File: src/rtl/idrom_pkg.sv
package idrom_pkg;

  localparam int ROM_AW = 8;
  localparam logic [5:0] SYM_LAST = 6'd38;

  typedef enum logic [2:0] {SK_START, SK_STOP, SK_TX, SK_RX, SK_REL} sym_kind_e;
  typedef enum logic [1:0] {CS_BOOT, CS_HDR, CS_IDLE, CS_READ} ctrl_st_e;

  // symbol map of one random read: 0 start, 1-8 dev wr, 9 ack, 10-17 word,
  // 18 ack, 19 restart, 20-27 dev rd, 28 ack, 29-36 data in, 37 nack, 38 stop
  function automatic sym_kind_e sym_kind(input logic [5:0] idx);
    if (idx == 6'd0 || idx == 6'd19) return SK_START;
    if (idx == SYM_LAST) return SK_STOP;
    if (idx == 6'd9 || idx == 6'd18 || idx == 6'd28 || idx == 6'd37) return SK_REL;
    if (idx >= 6'd29) return SK_RX;
    return SK_TX;
  endfunction

  function automatic logic tx_bit(input logic [5:0] idx, input logic [6:0] dev,
                                  input logic [ROM_AW-1:0] waddr);
    logic [7:0] b;
    int base;
    int p;
    if (idx <= 6'd8) begin
      b = {dev, 1'b0}; base = 1;
    end else if (idx <= 6'd17) begin
      b = waddr; base = 10;
    end else begin
      b = {dev, 1'b1}; base = 20;
    end
    p = 7 - (int'(idx) - base);
    if (p < 0 || p > 7) return 1'b1;
    return b[p[2:0]];
  endfunction

  function automatic logic sym_scl(input sym_kind_e k, input logic [1:0] q);
    if (k == SK_STOP) return q != 2'd0;
    return (q == 2'd1) || (q == 2'd2);
  endfunction

  function automatic logic sym_sda(input sym_kind_e k, input logic [1:0] q, input logic b);
    case (k)
      SK_START: return q <= 2'd1;
      SK_STOP:  return q >= 2'd2;
      SK_TX:    return b;
      default:  return 1'b1;
    endcase
  endfunction

  function automatic logic [31:0] pack_csr(input logic rw_rst, input logic rw_rd,
                                           input logic [7:0] data, input logic [7:0] off);
    return {rw_rst, 5'b0, rw_rd, 1'b0, data, 8'b0, off};
  endfunction

  function automatic logic cmd_accept(input logic hit, input logic present,
                                      input logic busy_rst, input logic busy_rd);
    return hit && present && !busy_rst && !busy_rd;
  endfunction

endpackage

File: src/rtl/idrom_twi_engine.sv
module idrom_twi_engine
  import idrom_pkg::*;
#(
  parameter int CLK_DIV = 125,
  parameter logic [6:0] DEV_ADDR = 7'h50
) (
  input  logic              clk,
  input  logic              rst_n,
  input  logic              start,
  input  logic [ROM_AW-1:0] waddr,
  input  logic              sda_i,
  output logic              busy,
  output logic              done,
  output logic [7:0]        rdata,
  output logic              scl_o,
  output logic              sda_oe
);

  localparam int DIV_W = $clog2(CLK_DIV + 1);
  localparam logic [DIV_W-1:0] DIV_TOP = DIV_W'(CLK_DIV - 1);

  logic [DIV_W-1:0]  div_cnt;
  logic [1:0]        quarter;
  logic [5:0]        sym;
  logic              busy_q;
  logic [7:0]        shreg;
  logic [ROM_AW-1:0] waddr_q;
  logic              scl_q;
  logic              sda_q;

  // named internal events
  logic      tick;
  logic      sample_now;
  sym_kind_e kind;
  logic      bitv;

  assign tick       = busy_q && (div_cnt == DIV_TOP);
  assign kind       = sym_kind(sym);
  assign bitv       = tx_bit(sym, DEV_ADDR, waddr_q);
  assign sample_now = tick && (kind == SK_RX) && (quarter == 2'd2);
  assign done       = tick && (quarter == 2'd3) && (sym == SYM_LAST);

  always_ff @(posedge clk or negedge rst_n) begin
    if (!rst_n) begin
      div_cnt <= '0;
      quarter <= 2'd0;
      sym     <= 6'd0;
      busy_q  <= 1'b0;
      shreg   <= 8'd0;
      waddr_q <= '0;
    end else if (!busy_q) begin
      if (start) begin
        busy_q  <= 1'b1;
        div_cnt <= '0;
        quarter <= 2'd0;
        sym     <= 6'd0;
        waddr_q <= waddr;
      end
    end else begin
      div_cnt <= tick ? '0 : div_cnt + 1'b1;
      if (sample_now) shreg <= {shreg[6:0], sda_i};
      if (tick) begin
        quarter <= quarter + 2'd1;
        if (quarter == 2'd3) begin
          if (sym == SYM_LAST) busy_q <= 1'b0;
          else                 sym    <= sym + 6'd1;
        end
      end
    end
  end

  always_ff @(posedge clk or negedge rst_n) begin
    if (!rst_n) begin
      scl_q <= 1'b1;
      sda_q <= 1'b1;
    end else begin
      scl_q <= busy_q ? sym_scl(kind, quarter) : 1'b1;
      sda_q <= busy_q ? sym_sda(kind, quarter, bitv) : 1'b1;
    end
  end

  assign busy   = busy_q;
  assign rdata  = shreg;
  assign scl_o  = scl_q;
  assign sda_oe = ~sda_q;

  a_r11_idle_lines: assert property (@(posedge clk) disable iff (!rst_n)
    (!busy_q && !start) |=> (scl_q && sda_q));
  a_r10_done_ends: assert property (@(posedge clk) disable iff (!rst_n)
    done |=> !busy_q);
  a_r10_sym_bound: assert property (@(posedge clk) disable iff (!rst_n)
    busy_q |-> (sym <= SYM_LAST));
  a_r10_sample_high: assert property (@(posedge clk) disable iff (!rst_n)
    sample_now |-> scl_q);

endmodule

File: src/rtl/idrom_cmd_ctrl.sv
module idrom_cmd_ctrl
  import idrom_pkg::*;
#(
  parameter logic [ROM_AW-1:0] HDR_ADDR = 8'hF0
) (
  input  logic              clk,
  input  logic              rst_n,
  input  logic              rom_present,
  input  logic              wr_hit,
  input  logic              wr_rst,
  input  logic              wr_rd,
  input  logic              eng_busy,
  input  logic              eng_done,
  input  logic [7:0]        eng_data,
  output logic              eng_start,
  output logic [ROM_AW-1:0] eng_addr,
  output logic              cmd_rst,
  output logic              cmd_rd,
  output logic [7:0]        data_q,
  output logic [7:0]        offset_q
);

  ctrl_st_e          state;
  logic [ROM_AW-1:0] ptr;

  // named internal events
  logic accept;
  logic ptr_clr;
  logic rd_fin;
  logic hdr_fin;

  assign accept  = cmd_accept(wr_hit, rom_present, cmd_rst, cmd_rd);
  assign ptr_clr = (state == CS_IDLE) && cmd_rst;
  assign rd_fin  = (state == CS_READ) && eng_done;
  assign hdr_fin = (state == CS_HDR) && eng_done;

  assign eng_start = ((state == CS_BOOT) && rom_present) ||
                     ((state == CS_IDLE) && !cmd_rst && cmd_rd);
  assign eng_addr  = (state == CS_BOOT) ? HDR_ADDR : ptr;

  always_ff @(posedge clk or negedge rst_n) begin
    if (!rst_n) begin
      state    <= CS_BOOT;
      cmd_rst  <= 1'b0;
      cmd_rd   <= 1'b0;
      ptr      <= '0;
      data_q   <= 8'd0;
      offset_q <= 8'd0;
    end else begin
      if (accept) begin
        cmd_rst <= wr_rst;
        cmd_rd  <= wr_rd;
      end
      case (state)
        CS_BOOT: state <= rom_present ? CS_HDR : CS_IDLE;
        CS_HDR: if (hdr_fin) begin
          offset_q <= eng_data;
          state    <= CS_IDLE;
        end
        CS_IDLE: begin
          if (ptr_clr) begin
            ptr     <= '0;
            cmd_rst <= 1'b0;
          end else if (cmd_rd) begin
            state <= CS_READ;
          end
        end
        CS_READ: if (rd_fin) begin
          data_q <= eng_data;
          ptr    <= ptr + 1'b1;
          cmd_rd <= 1'b0;
          state  <= CS_IDLE;
        end
        default: state <= CS_IDLE;
      endcase
    end
  end

  a_r3_rd_clears: assert property (@(posedge clk) disable iff (!rst_n)
    rd_fin |=> !cmd_rd);
  a_r3_rd_holds: assert property (@(posedge clk) disable iff (!rst_n)
    (cmd_rd && !rd_fin) |=> cmd_rd);
  a_r2_ptr_cleared: assert property (@(posedge clk) disable iff (!rst_n)
    ptr_clr |=> ((ptr == '0) && !cmd_rst));
  a_r4_ptr_step: assert property (@(posedge clk) disable iff (!rst_n)
    rd_fin |=> (ptr == $past(ptr) + 1'b1));
  a_r5_rewind_first: assert property (@(posedge clk) disable iff (!rst_n)
    (cmd_rst && cmd_rd) |-> !eng_start);
  a_r6_no_set_when_busy: assert property (@(posedge clk) disable iff (!rst_n)
    $rose(cmd_rst) |-> !$past(cmd_rd));
  a_r7_strap_low: assert property (@(posedge clk) disable iff (!rst_n)
    !rom_present |-> (!cmd_rst && !cmd_rd));
  a_r10_start_when_free: assert property (@(posedge clk) disable iff (!rst_n)
    eng_start |-> !eng_busy);

endmodule

File: src/rtl/idrom_reader.sv
module idrom_reader
  import idrom_pkg::*;
#(
  parameter int                ADDR_W   = 8,
  parameter logic [ADDR_W-1:0] REG_ADDR = 8'h04,
  parameter int                CLK_DIV  = 125,
  parameter logic [6:0]        DEV_ADDR = 7'h50,
  parameter logic [7:0]        HDR_ADDR = 8'hF0
) (
  input  logic              clk,
  input  logic              rst_n,
  input  logic              rom_present,
  input  logic              bus_wr,
  input  logic              bus_rd,
  input  logic [ADDR_W-1:0] bus_addr,
  input  logic [31:0]       bus_wdata,
  output logic [31:0]       bus_rdata,
  output logic              scl_o,
  output logic              sda_oe,
  input  logic              sda_i
);

  logic              sel;
  logic              wr_hit;
  logic              eng_start;
  logic              eng_busy;
  logic              eng_done;
  logic [7:0]        eng_data;
  logic [ROM_AW-1:0] eng_addr;
  logic              cmd_rst;
  logic              cmd_rd;
  logic [7:0]        data_q;
  logic [7:0]        offset_q;
  logic              unused_wbits;

  assign sel          = (bus_addr == REG_ADDR);
  assign wr_hit       = bus_wr && sel;
  assign unused_wbits = ^{bus_wdata[30:26], bus_wdata[24:0]};

  assign bus_rdata = (bus_rd && sel) ? pack_csr(cmd_rst, cmd_rd, data_q, offset_q) : 32'd0;

  idrom_cmd_ctrl #(.HDR_ADDR(HDR_ADDR)) u_ctrl (
    .clk         (clk),
    .rst_n       (rst_n),
    .rom_present (rom_present),
    .wr_hit      (wr_hit),
    .wr_rst      (bus_wdata[31]),
    .wr_rd       (bus_wdata[25]),
    .eng_busy    (eng_busy),
    .eng_done    (eng_done),
    .eng_data    (eng_data),
    .eng_start   (eng_start),
    .eng_addr    (eng_addr),
    .cmd_rst     (cmd_rst),
    .cmd_rd      (cmd_rd),
    .data_q      (data_q),
    .offset_q    (offset_q)
  );

  idrom_twi_engine #(.CLK_DIV(CLK_DIV), .DEV_ADDR(DEV_ADDR)) u_eng (
    .clk    (clk),
    .rst_n  (rst_n),
    .start  (eng_start),
    .waddr  (eng_addr),
    .sda_i  (sda_i),
    .busy   (eng_busy),
    .done   (eng_done),
    .rdata  (eng_data),
    .scl_o  (scl_o),
    .sda_oe (sda_oe)
  );

  a_r9_quiet_unselected: assert property (@(posedge clk) disable iff (!rst_n)
    !(bus_rd && sel) |-> (bus_rdata == 32'd0));

endmodule

File: config.mk
export PLATFORM = sky130hd
export DESIGN_NAME = idrom_reader
export DESIGN_NICKNAME = d
export VERILOG_FILES = /design/src/rtl/idrom_pkg.sv /design/src/rtl/idrom_twi_engine.sv /design/src/rtl/idrom_cmd_ctrl.sv /design/src/rtl/idrom_reader.sv
export SDC_FILE = /design/constraint.sdc
export NUM_CORES = 1
export LEC_CHECK = 0
export ABC_AREA = 1
export BUFFER_PORTS_ARGS = -buffer_cell sky130_fd_sc_hd__buf_2
export CORE_ASPECT_RATIO = 0.75
export CORE_MARGIN = 3
export CORE_UTILIZATION = 50
export CTS_CLUSTER_SIZE = 25
export DETAILED_ROUTE_END_ITERATION = 8
export PLACE_DENSITY = 0.74
export SYNTH_ARGS = -nofsm -noshare
export SYNTH_HDL_FRONTEND = slang
export SYNTH_SLANG_ARGS = --single-unit
File: constraint.sdc
create_clock -name clk -period 10 [get_ports clk]
set_input_delay 0.5 -clock clk [delete_from_list [all_inputs] [get_ports clk]]
set_output_delay 0.5 -clock clk [all_outputs]
set_load 0.1 [all_outputs]
==> results by group, run 1 <==
STA
  • Setup WS post-layout: 6.26 ns
  • Slew headroom: 0.476
  • Final Slew Violations: 0
  • Final setup vio count: 0
  • Skew final: 0.00765 ns
  • Final Cycle Share: 0.374
  • RSZ-0062 raised after global routing: no
  • Setup_tns: 0 ns
  • Worst-margin pin slew: 0.785 ns
  • Final Hold Vio Count: 0
  • WHS: 0.310 ns
  • Achievable Freq: 267 MHz
  • Final min period: 3.74 ns

Layout
  • Area of the multi-input gates: 1890 µm²
  • Final Non-Filler Cells: 630
  • Antenna cell count: 0
  • Post-layout util: 0.576
  • Share of cells above drive strength 1: 0.178
  • Nets: 591
  • Fillers: 697
  • Layout Area Growth over Synthesis: 9.84%
  • Register area: 1550 µm²

Setup path
  • Family with the most delay on the worst path: adder cells
  • Setup crit start kind: flop
  • Setup slack, reg-to-reg: 6.26 ns
  • Req. time, crit path: 10.27 ns
  • Slowest stage cell, crit path: fa_1
  • Nature of the critical path endpoint: flop
  • CP peak stage delay: 0.50 ns
  • Max FO, Critical Path: 8
  • Reg-to-reg endpoint: u_eng.sda_q
  • Crit-path cells: inv_1 -> ha_1 -> nand3_1 -> nand3_1 -> nand2_1 -> inv_1 -> ha_1 -> ha_1 -> inv_1 -> fa_1 -> inv_1 -> a31oi_1 -> fa_1 -> inv_1 -> nor3_1 -> nand3_1 -> nor2_1 -> nand3_1 -> nand2_1 -> nand2_1
  • Most frequent CP cell: inv_1
  • FF-to-FF Start: u_eng.sym[0]
  • Crit path DAT: 4.02 ns
  • Crit path kind: flop to flop
  • Worst Path Buf+Inv: 5
  • R2R depth: 20

CTS
  • Clock slew at reported path FFs: 0.08 ns
  • CTS tree: yes
  • Clock latency on the worst-skew pair: 0.34 ns
  • CTS H-tree lvls: 3
  • CTS Buf Count: 9
  • Post-CTS Hold Buffers: 0
  • CTS Sinks: 62
  • Post_cts resized: 0
  • Root Buffer: clkbuf_8
  • Post-CTS setup buffer count: 0
  • Longest Clk Path Bufs: 2

Die
  • Core Area: 7470 µm²
  • Boundary Pins: 80
  • Site Rows: 27
  • Die ar.: 8940 µm²
  • Starting Density: 0.524
  • Die width: 108 µm
  • Die height: 82.6 µm

Route
  • DRC viols: 0
  • DRT Wirelength: 7590 µm
  • DRT Pass-1 Iters: 4
  • Via count: 3,086
  • WL per Instance: 12.0 µm
  • Vias per Instance: 4.90
  • ANT nets after route: 0
  • DRT iter0 DRCs: 149

Synth
  • Most common cell in the netlist: nand2_1
  • Yosys top cell area share: 0.384
  • Area leader, netlist: dfrtp_1
  • Seq cells post-synth: 62
  • Mean Syn Cell Area: 8.01 µm²
  • Synth cell count leaders: nand2_1, inv_1, dfrtp_1, nor2_1, nand3_1
  • Post-Syn Instances: 489
  • EDFF count, synth: 0
  • Top FF cell, synth: dfrtp_1
  • Register area share after synthesis: 0.397
  • Leading post-synthesis cells by cell area: dfrtp_1, nand2_1, inv_1
  • Post-Syn Area: 3920 µm²
  • Synth Warn #: 0
  • Yosys cell types: 42
  • Ys async rst share: 1.00

Power
  • Sw Ratio: 0.252
  • Leak Pwr: 2.18 nW
  • Sw Pwr: 0.133 mW
  • Gate power share: 0.059
  • Worst vdd ir: 0.105 mV
  • Reg power frac: 0.476
  • PD cells: 122 nW/µm²
  • Clk pwr share: 0.465
  • Design internal power: 0.394 mW

Placed design
  • Pre-CTS WS: 6.27 ns
  • Placed Cells: 614
  • Routability cong.: 0.884
  • Post-DP HPWL: 5710 µm
  • Port buffer count: 35

GRT
  • First-pass GRT wire length: 12,800 µm
  • Vias in the first global route: 2,802
  • Gr usage total: 0.183
  • Total gr overflow: 0
  • Largest net degree at the start of global routing: 63
  • Initial antenna violation count: 0

Flow run
  • Max_cap viols: 0

Run status
  • Status: finished, final reports clean

Worst hold path
  • Hold crit path type: primary input to asynchronous set/reset pin
[flip-flops by register name (all words and copies together), names as in the netlist]
name,count
u_ctrl.cmd_rd,1
u_ctrl.cmd_rst,1
u_ctrl.data_q,8
u_ctrl.offset_q,8
u_ctrl.ptr,8
u_ctrl.state,2
u_eng.busy,1
u_eng.div_cnt,7
u_eng.quarter,2
u_eng.rdata,8
u_eng.scl_o,1
u_eng.sda_q,1
u_eng.sym,6
u_eng.waddr_q,8
[layout make-up]
class                   instances  area share
inverters                      87      0.0765
repair buffers                 36      0.0425
well taps                     101      0.0294
clock inverters                 7      0.0227
clock buffers                   9      0.0288
multi-input cells             328       0.439
flip-flops and latches         62       0.361
[power groups by stage]
stage / clock [mW] / sequential [mW] / combinational [mW]
after global placement: 0 / 0.255 / 0.0313
after global routing: 0.262 / 0.251 / 0.0331
after detailed placement: 0 / 0.255 / 0.0316
after CTS: 0.251 / 0.251 / 0.0316
final: 0.245 / 0.251 / 0.0311
after floorplan: 0 / 0.256 / 0.0274
[stage by stage]
| stage | area [µm²] | total power [mW] |
|---|---|---|
| final | 4300 | 0.527 |
| after global routing | 4300 | 0.546 |
| after CTS | 4300 | 0.533 |
| after detailed placement | 4080 | 0.287 |
| after global placement | 4080 | 0.287 |
| after floorplan | 3960 | 0.283 |
[worst register-to-register path, cell delays in order, from the launching register on]
cell     delay (ns)
dfrtp_1        0.44
inv_1          0.15
ha_1           0.28
nand3_1        0.10
nand3_1        0.26
nand2_1        0.18
inv_1          0.06
ha_1           0.28
ha_1           0.16
inv_1          0.06
fa_1           0.39
inv_1          0.09
a31oi_1        0.10
fa_1           0.50
inv_1          0.04
nor3_1         0.17
nand3_1        0.09
nor2_1         0.12
nand3_1        0.11
nand2_1        0.07
nand2_1        0.04
[cell usage in the layout, fill, tap and decap left out, types with 3 or more instances in the layout]
cell,synthesis,final
nand2_1,92,92
inv_1,85,85
dfrtp_1,60,60
nor2_1,43,43
nand3_1,38,38
buf_2,2,35
o21ai_0,24,24
ha_1,19,19
o21ai_2,17,17
conb_1,1,14
a21oi_1,12,12
xor2_1,11,11
clkbuf_8,0,9
o21ai_1,8,8
nand2_2,8,8
nand4_1,6,6
xnor2_1,4,4
o31ai_1,4,4
nor3_1,3,3
o22ai_1,3,3
[cells by family after synthesis]
kind of cell	synth area share
AO/OA/AOI/OAI	0.115
XOR/XNOR	0.0336
AND/OR/NAND/NOR	0.249
flip-flops	0.397
buffers and inverters	0.134
other	0.000958
adder cells (fa/ha/maj)	0.0710
[worst max-delay path by stage]
stage / startpoint / endpoint / slack, ns / cells past startpoint
after detailed placement: u_eng.sym[0] / u_eng.sda_q / 6.27 / 20
after floorplan: u_eng.sym[0] / u_eng.sda_q / 6.74 / 20
after global placement: u_eng.sym[0] / u_eng.sda_q / 6.32 / 20
final: u_eng.sym[0] / u_eng.sda_q / 6.26 / 20
after CTS: u_eng.sym[0] / u_eng.sda_q / 6.24 / 20
after global routing: u_eng.sym[0] / u_eng.sda_q / 5.90 / 21
[metal layers]
metal,GRT usage,vias up,wire (µm)
met3,0.0490,4,309
met2,0.287,45,3450
met5,0,-,0
met4,0.0530,0,66
li1,-,1588,-
met1,0.252,1449,3760
Note: power is estimated with default switching activity, not from simulation.
==> run 2, diff against run 1 <==
--- a/config.mk
+++ b/config.mk
@@ -12,7 +12,7 @@
 export CORE_UTILIZATION = 50
 export CTS_CLUSTER_SIZE = 25
 export DETAILED_ROUTE_END_ITERATION = 8
-export PLACE_DENSITY = 0.74
+export PLACE_DENSITY = 0.77
 export SYNTH_ARGS = -nofsm -noshare
 export SYNTH_HDL_FRONTEND = slang
 export SYNTH_SLANG_ARGS = --single-unit
==> constraint.sdc (replaced) <==
create_clock -name clk -period 3.4 [get_ports clk]
set_input_delay 0.17 -clock clk [delete_from_list [all_inputs] [get_ports clk]]
set_output_delay 0.17 -clock clk [all_outputs]
set_load 0.1 [all_outputs]
==> results by group, run 2 (same netlist as run 1, synthesis figures left out) <==
Run status
  • Status: finished, final reports clean

GRT
  • First-pass GRT wire length: 13,400 µm (+5.1%)
  • Vias in the first global route: 2,936 (+4.8%)
  • Total gr overflow: 0 (unchanged)
  • Largest net degree at the start of global routing: 46 (-27%)
  • Initial antenna violation count: 0 (unchanged)
  • Gr usage total: 0.190 (+0.00624)

Power
  • Gate power share: 0.060 (about the same)
  • Sw Pwr: 0.366 mW (+180%)
  • Design internal power: 1.16 mW (+200%)
  • Reg power frac: 0.482 (+0.006)
  • Design Power: 1.53 mW (+190%)
  • Leak Pwr: 2.26 nW (+3.5%)
  • Sw Ratio: 0.239 (-0.0126)
  • PD cells: 338 nW/µm² (+180%)
  • Worst vdd ir: 0.236 mV (+120%)
  • Clk pwr share: 0.458 (-0.007)

STA
  • Final Cycle Share: 0.965 (+0.590)
  • RSZ-0062 raised after global routing: yes
  • Skew final: 0.00658 ns (-0.00107 ns)
  • Final Hold Vio Count: 0 (unchanged)
  • Final Slew Violations: 0 (unchanged)
  • Setup WS post-layout: 0.120 ns (-6.14 ns)
  • Worst-margin pin slew: 1.02 ns (+0.236 ns)
  • Achievable Freq: 305 MHz (+14%)
  • Final setup vio count: 0 (unchanged)
  • Slew headroom: 0.319 (-0.157)
  • Final min period: 3.28 ns (-0.464 ns)

Setup path
  • Nature of the critical path endpoint: flop
  • Crit path kind: flop to flop
  • Max FO, Critical Path: 4 (-4)
  • FF-to-FF Start: u_eng.sym[0]
  • R2R depth: 20 (unchanged)
  • Reg-to-reg endpoint: u_eng.sda_q
  • Setup crit start kind: flop
  • Setup slack, reg-to-reg: 0.12 ns (-6.14 ns)
  • Crit path DAT: 3.54 ns (-0.48 ns)
  • Req. time, crit path: 3.66 ns (-6.61 ns)

Die
  • Die height: 82.6 µm (unchanged)
  • Die width: 108 µm (unchanged)
  • Die ar.: 8940 µm² (unchanged)
  • Boundary Pins: 80 (unchanged)
  • Starting Density: 0.524 (unchanged)
  • Site Rows: 27 (unchanged)
  • Core Area: 7470 µm² (unchanged)

Route
  • Via count: 3,215 (+4.2%)
  • Vias per Instance: 4.98 (+1.8%)
  • DRC viols: 0 (unchanged)
  • DRT iter0 DRCs: 159 (+6.7%)
  • DRT Wirelength: 8250 µm (+8.8%)
  • ANT nets after route: 0 (unchanged)
  • DRT Pass-1 Iters: 4 (unchanged)
  • WL per Instance: 12.8 µm (+6.3%)

CTS
  • Clock slew at reported path FFs: 0.07 ns (about the same)
  • CTS Buf Count: 9 (unchanged)
  • Root Buffer: clkbuf_8
  • Clock latency on the worst-skew pair: 0.33 ns (about the same)
  • Longest Clk Path Bufs: 2 (unchanged)
  • CTS Sinks: 62 (unchanged)
  • CTS H-tree lvls: 3 (unchanged)
  • CTS tree: yes

Layout
  • Layout Area Growth over Synthesis: 15.5%
  • Leading cell type in the layout, fill and taps excluded: nand2_1
  • Commonest cells after routing, fill and taps aside: nand2_1, inv_1, dfrtp_1
  • Final Non-Filler Cells: 645 (+2.4%)
  • Fillers: 642 (-7.9%)
  • Antenna cell count: 0 (unchanged)
  • Nets: 606 (+2.5%)
  • Share of cells above drive strength 1: 0.237 (+0.0594)

Placed design
  • Pre-CTS WS: -0.0192 ns (-6.29 ns)
  • Port buffer count: 35 (unchanged)
  • Post-DP HPWL: 5960 µm (+4.3%)
  • Placed Cells: 622 (+1.3%)
  • Routability cong.: 0.939 (+6.2%)

Flow run
  • Max_cap viols: 0 (unchanged)

Worst hold path
  • Hold crit path type: primary input to asynchronous set/reset pin
==> run 2: worst max path at each step <==
stage / from / endpoint
final: u_eng.sym[0] / u_eng.sda_q
after global routing: u_eng.sym[1] / u_eng.sda_q
after CTS: u_eng.sym[0] / u_eng.sda_q
after detailed placement: u_eng.sym[1] / u_eng.sda_q
after global placement: u_eng.sym[1] / u_eng.sda_q
after floorplan: u_eng.sym[0] / u_eng.sda_q
==> run 2: power by group through the flow <==
| stage | registers, mW | logic [mW] | clock network (mW) |
|---|---|---|---|
| floorplan | 0.752 | 0.0806 | 0 |
| global placement | 0.751 | 0.0922 | 0 |
| detailed placement | 0.751 | 0.0927 | 0 |
| CTS | 0.738 | 0.0926 | 0.712 |
| global route | 0.737 | 0.0970 | 0.749 |
| finish | 0.738 | 0.0920 | 0.701 |
==> run 2: final cells by class <==
type | instances | area, µm² | area share
flip-flops and latches | 62 | 1550 | 0.344
inverters | 87 | 332 | 0.0733
clock buffers | 14 | 183 | 0.0404
repair buffers | 51 | 299 | 0.0661
multi-input cells | 328 | 1990 | 0.440
clock inverters | 2 | 37.5 | 0.00830
well taps | 101 | 126 | 0.0279
==> run 2: layer usage <==
layer  GRT usage  vias to the layer above  part of all wire
li1            -                     1620                 -
met4      0.0454                        0            0.0056
met3      0.0544                        5             0.049
met2       0.297                       65              0.47
met5           0                        -                 0
met1       0.262                     1525              0.48
==> run 2: repair_timing <==
action	4_1_cts	5_1_grt
setup endpoints to repair	1	1
buffers inserted	1	6
pin swaps	1	14
gates resized for setup	2	26
endpoints found under the hold margin	0	0
hold buffers	0	0
==> run 2: worst max-delay path, cell delays in order (launching register included) <==
cell,delay [ns]
dfrtp_1,0.42
buf_4,0.16
ha_4,0.16
nand3_2,0.08
nand3_2,0.10
nand2_2,0.09
inv_2,0.04
ha_4,0.26
ha_4,0.12
inv_2,0.04
fa_2,0.37
inv_2,0.10
a31oi_4,0.09
fa_1,0.54
inv_1,0.05
nor3_2,0.15
nand3_1,0.11
nor2_2,0.12
nand3_1,0.08
nand2_1,0.07
nand2_1,0.05
==> run 2: through the flow <==
step                      setup TNS (ns)  hold slack (ns)  area [µm²]   util
after CTS                              0           0.0394        4370  0.585
after floorplan                        0           -0.126        3960      -
after detailed placement         -0.0192            0.401        4140  0.554
final                                  0           0.0214        4520  0.606
after global placement                 0            0.402        4140  0.554
after global routing             -0.0998           0.0637        4520  0.606
==> run 3, diff against run 2 <==
==> constraint.sdc (replaced) <==
create_clock -name clk -period 2.9 [get_ports clk]
set_input_delay 0.145 -clock clk [delete_from_list [all_inputs] [get_ports clk]]
set_output_delay 0.145 -clock clk [all_outputs]
set_load 0.1 [all_outputs]
==> results by group, run 3 (same netlist as run 1, synthesis figures left out) <==
GRT
  • Initial antenna violation count: 0 (unchanged)
  • Total gr overflow: 0 (unchanged)
  • First-pass GRT wire length: 14,000 µm (+4.5%)
  • Gr usage total: 0.199 (+0.00904)
  • Vias in the first global route: 2,989 (+1.8%)
  • Largest net degree at the start of global routing: 37 (-20%)

Power
  • Leak Pwr: 2.32 nW (+2.5%)
  • Design Power: 1.83 mW (+20%)
  • Worst vdd ir: 0.293 mV (+24%)
  • PD cells: 401 nW/µm² (+18%)

Route
  • DRT Pass-1 Iters: 5 (+1)
  • DRC viols: 0 (unchanged)
  • DRT iter0 DRCs: 240 (+51%)
  • DRT Wirelength: 8390 µm (+1.6%)
  • Vias per Instance: 5.02 (+0.77%)
  • WL per Instance: 12.7 µm (-0.36%)
  • Via count: 3,305 (+2.8%)
  • ANT nets after route: 0 (unchanged)

Layout
  • Antenna cell count: 0 (unchanged)
  • Final instance area: 4560 µm² (+0.94%)
  • Area of the multi-input gates: 1940 µm² (-2.8%)
  • Nets: 619 (+2.1%)
  • Fillers: 644 (+0.31%)
  • Post-layout util: 0.611 (+0.00570)
  • Final Non-Filler Cells: 658 (+2.0%)
  • Commonest cells after routing, fill and taps aside: nand2_1, inv_1, dfrtp_1
  • Share of cells above drive strength 1: 0.239 (+0.00165)
  • Register area: 1550 µm² (unchanged)
  • Leading cell type in the layout, fill and taps excluded: nand2_1
  • Layout Area Growth over Synthesis: 16.6%

STA
  • Final setup vio count: 1 (+1)
  • Final Cycle Share: 1.08 (+0.112)
  • RSZ-0062 raised after global routing: yes
  • Final Hold Vio Count: 0 (unchanged)
  • Skew final: 0.0101 ns (+0.00352 ns)
  • Final Slew Violations: 0 (unchanged)
  • WHS: 0.0722 ns (+0.0508 ns)
  • Worst-margin pin slew: 0.834 ns (-0.187 ns)
  • Final min period: 3.12 ns (-0.156 ns)
  • Achievable Freq: 320 MHz (+5.0%)
  • Slew headroom: 0.444 (+0.125)
  • Setup WS post-layout: -0.223 ns (-0.344 ns)

Worst hold path
  • Hold crit path type: primary input to flop

Die
  • Core Area: 7470 µm² (unchanged)
  • Starting Density: 0.524 (unchanged)
  • Die width: 108 µm (unchanged)
  • Boundary Pins: 80 (unchanged)
  • Die height: 82.6 µm (unchanged)
  • Site Rows: 27 (unchanged)
  • Die ar.: 8940 µm² (unchanged)

Setup path
  • Req. time, crit path: 3.17 ns (-0.49 ns)
  • Setup crit start kind: flop
  • Crit path DAT: 3.39 ns (-0.15 ns)
  • Max FO, Critical Path: 3 (-1)
  • Crit path kind: flop to flop
  • Nature of the critical path endpoint: flop

Run status
  • Status: finished, violations left
  • Failing checks: setup timing

CTS
  • Root Buffer: clkbuf_8
  • CTS tree: yes
  • CTS Buf Count: 9 (unchanged)
  • CTS H-tree lvls: 3 (unchanged)
  • Clock slew at reported path FFs: 0.07 ns (about the same)
  • Longest Clk Path Bufs: 2 (unchanged)
  • CTS Sinks: 62 (unchanged)
  • Clock latency on the worst-skew pair: 0.34 ns (about the same)

Placed design
  • Post-DP HPWL: 6260 µm (+5.1%)
  • Routability cong.: 0.910 (-3.1%)
  • Port buffer count: 35 (unchanged)
  • Area after DPL: 4290 µm² (+3.7%)
  • Placed Cells: 639 (+2.7%)

Flow run
  • Max_cap viols: 0 (unchanged)
## run 3: power by group
group	leakage, nW	internal, mW	switching (mW)	total, mW
clock	0.102	0.507	0.347	0.855
sequential	0.787	0.864	0	0.864
combinational	1.43	0.0103	0.0996	0.110
## run 3: worst max-delay path: stages, from the launching register on
cell	delay [ns]
dfrtp_1	0.39
inv_2	0.09
ha_4	0.15
inv_2	0.04
nor2_2	0.10
o21ai_2	0.06
nand2_1	0.09
inv_1	0.05
ha_1	0.27
ha_2	0.18
inv_2	0.04
fa_2	0.35
inv_2	0.09
a31oi_4	0.09
fa_1	0.49
inv_1	0.05
nor3_2	0.14
nand3_1	0.09
nor2_1	0.10
nand3_1	0.08
nand2_1	0.06
nand2_1	0.05
## run 3: path summary, 6_finish.rpt
| path | slack [ns] | to | startpoint | cells past startpoint |
|---|---|---|---|---|
| hold / removal | 0.07 | u_eng.rdata[0] | sda_i | 3 |
| min in group asynchronous | 0.46 | u_eng.quarter[1] | rst_n | 2 |
| setup reg to reg | -0.22 | u_eng.sda_q | u_eng.sym[1] | 21 |
| setup / recovery | -0.22 | u_eng.sda_q | u_eng.sym[1] | 21 |
| hold reg to reg | 0.48 | u_eng.rdata[0] | u_eng.rdata[0] | 2 |
| max in group asynchronous | 1.70 | u_ctrl.offset_q[3] | rst_n | 3 |
## run 3: area by class of cell
type,count,share of cell area
clock buffers,11,0.0310
clock inverters,5,0.0181
inverters,87,0.0721
multi-input cells,328,0.424
flip-flops and latches,62,0.340
well taps,101,0.0277
repair buffers,64,0.0866
## run 3: per-layer routing
metal  GRT usage  wire length, µm  part of all wire  vias up
met4      0.0429               65            0.0077        0
met3      0.0552              389             0.046        9
met1       0.287             4020              0.48     1589
met5           0                0                 0        -
li1            -                -                 -     1645
met2       0.298             3910              0.47       62
## run 3: repair_timing
action,in CTS,in global routing
endpoints found under the setup margin,1,1
hold buffers,1,0
resized for setup,8,0
setup buffers,1,1
pin swaps,3,6
hold endpoints to repair,32,0
## run 3: metrics by stage
stage | TNS (ns) | worst slack, ns
after CTS | -0.220 | -0.220
after global placement | -0.132 | -0.132
after global routing | -0.414 | -0.414
after detailed placement | -0.280 | -0.280
after floorplan | -0.172 | -0.172
final | -0.223 | -0.223
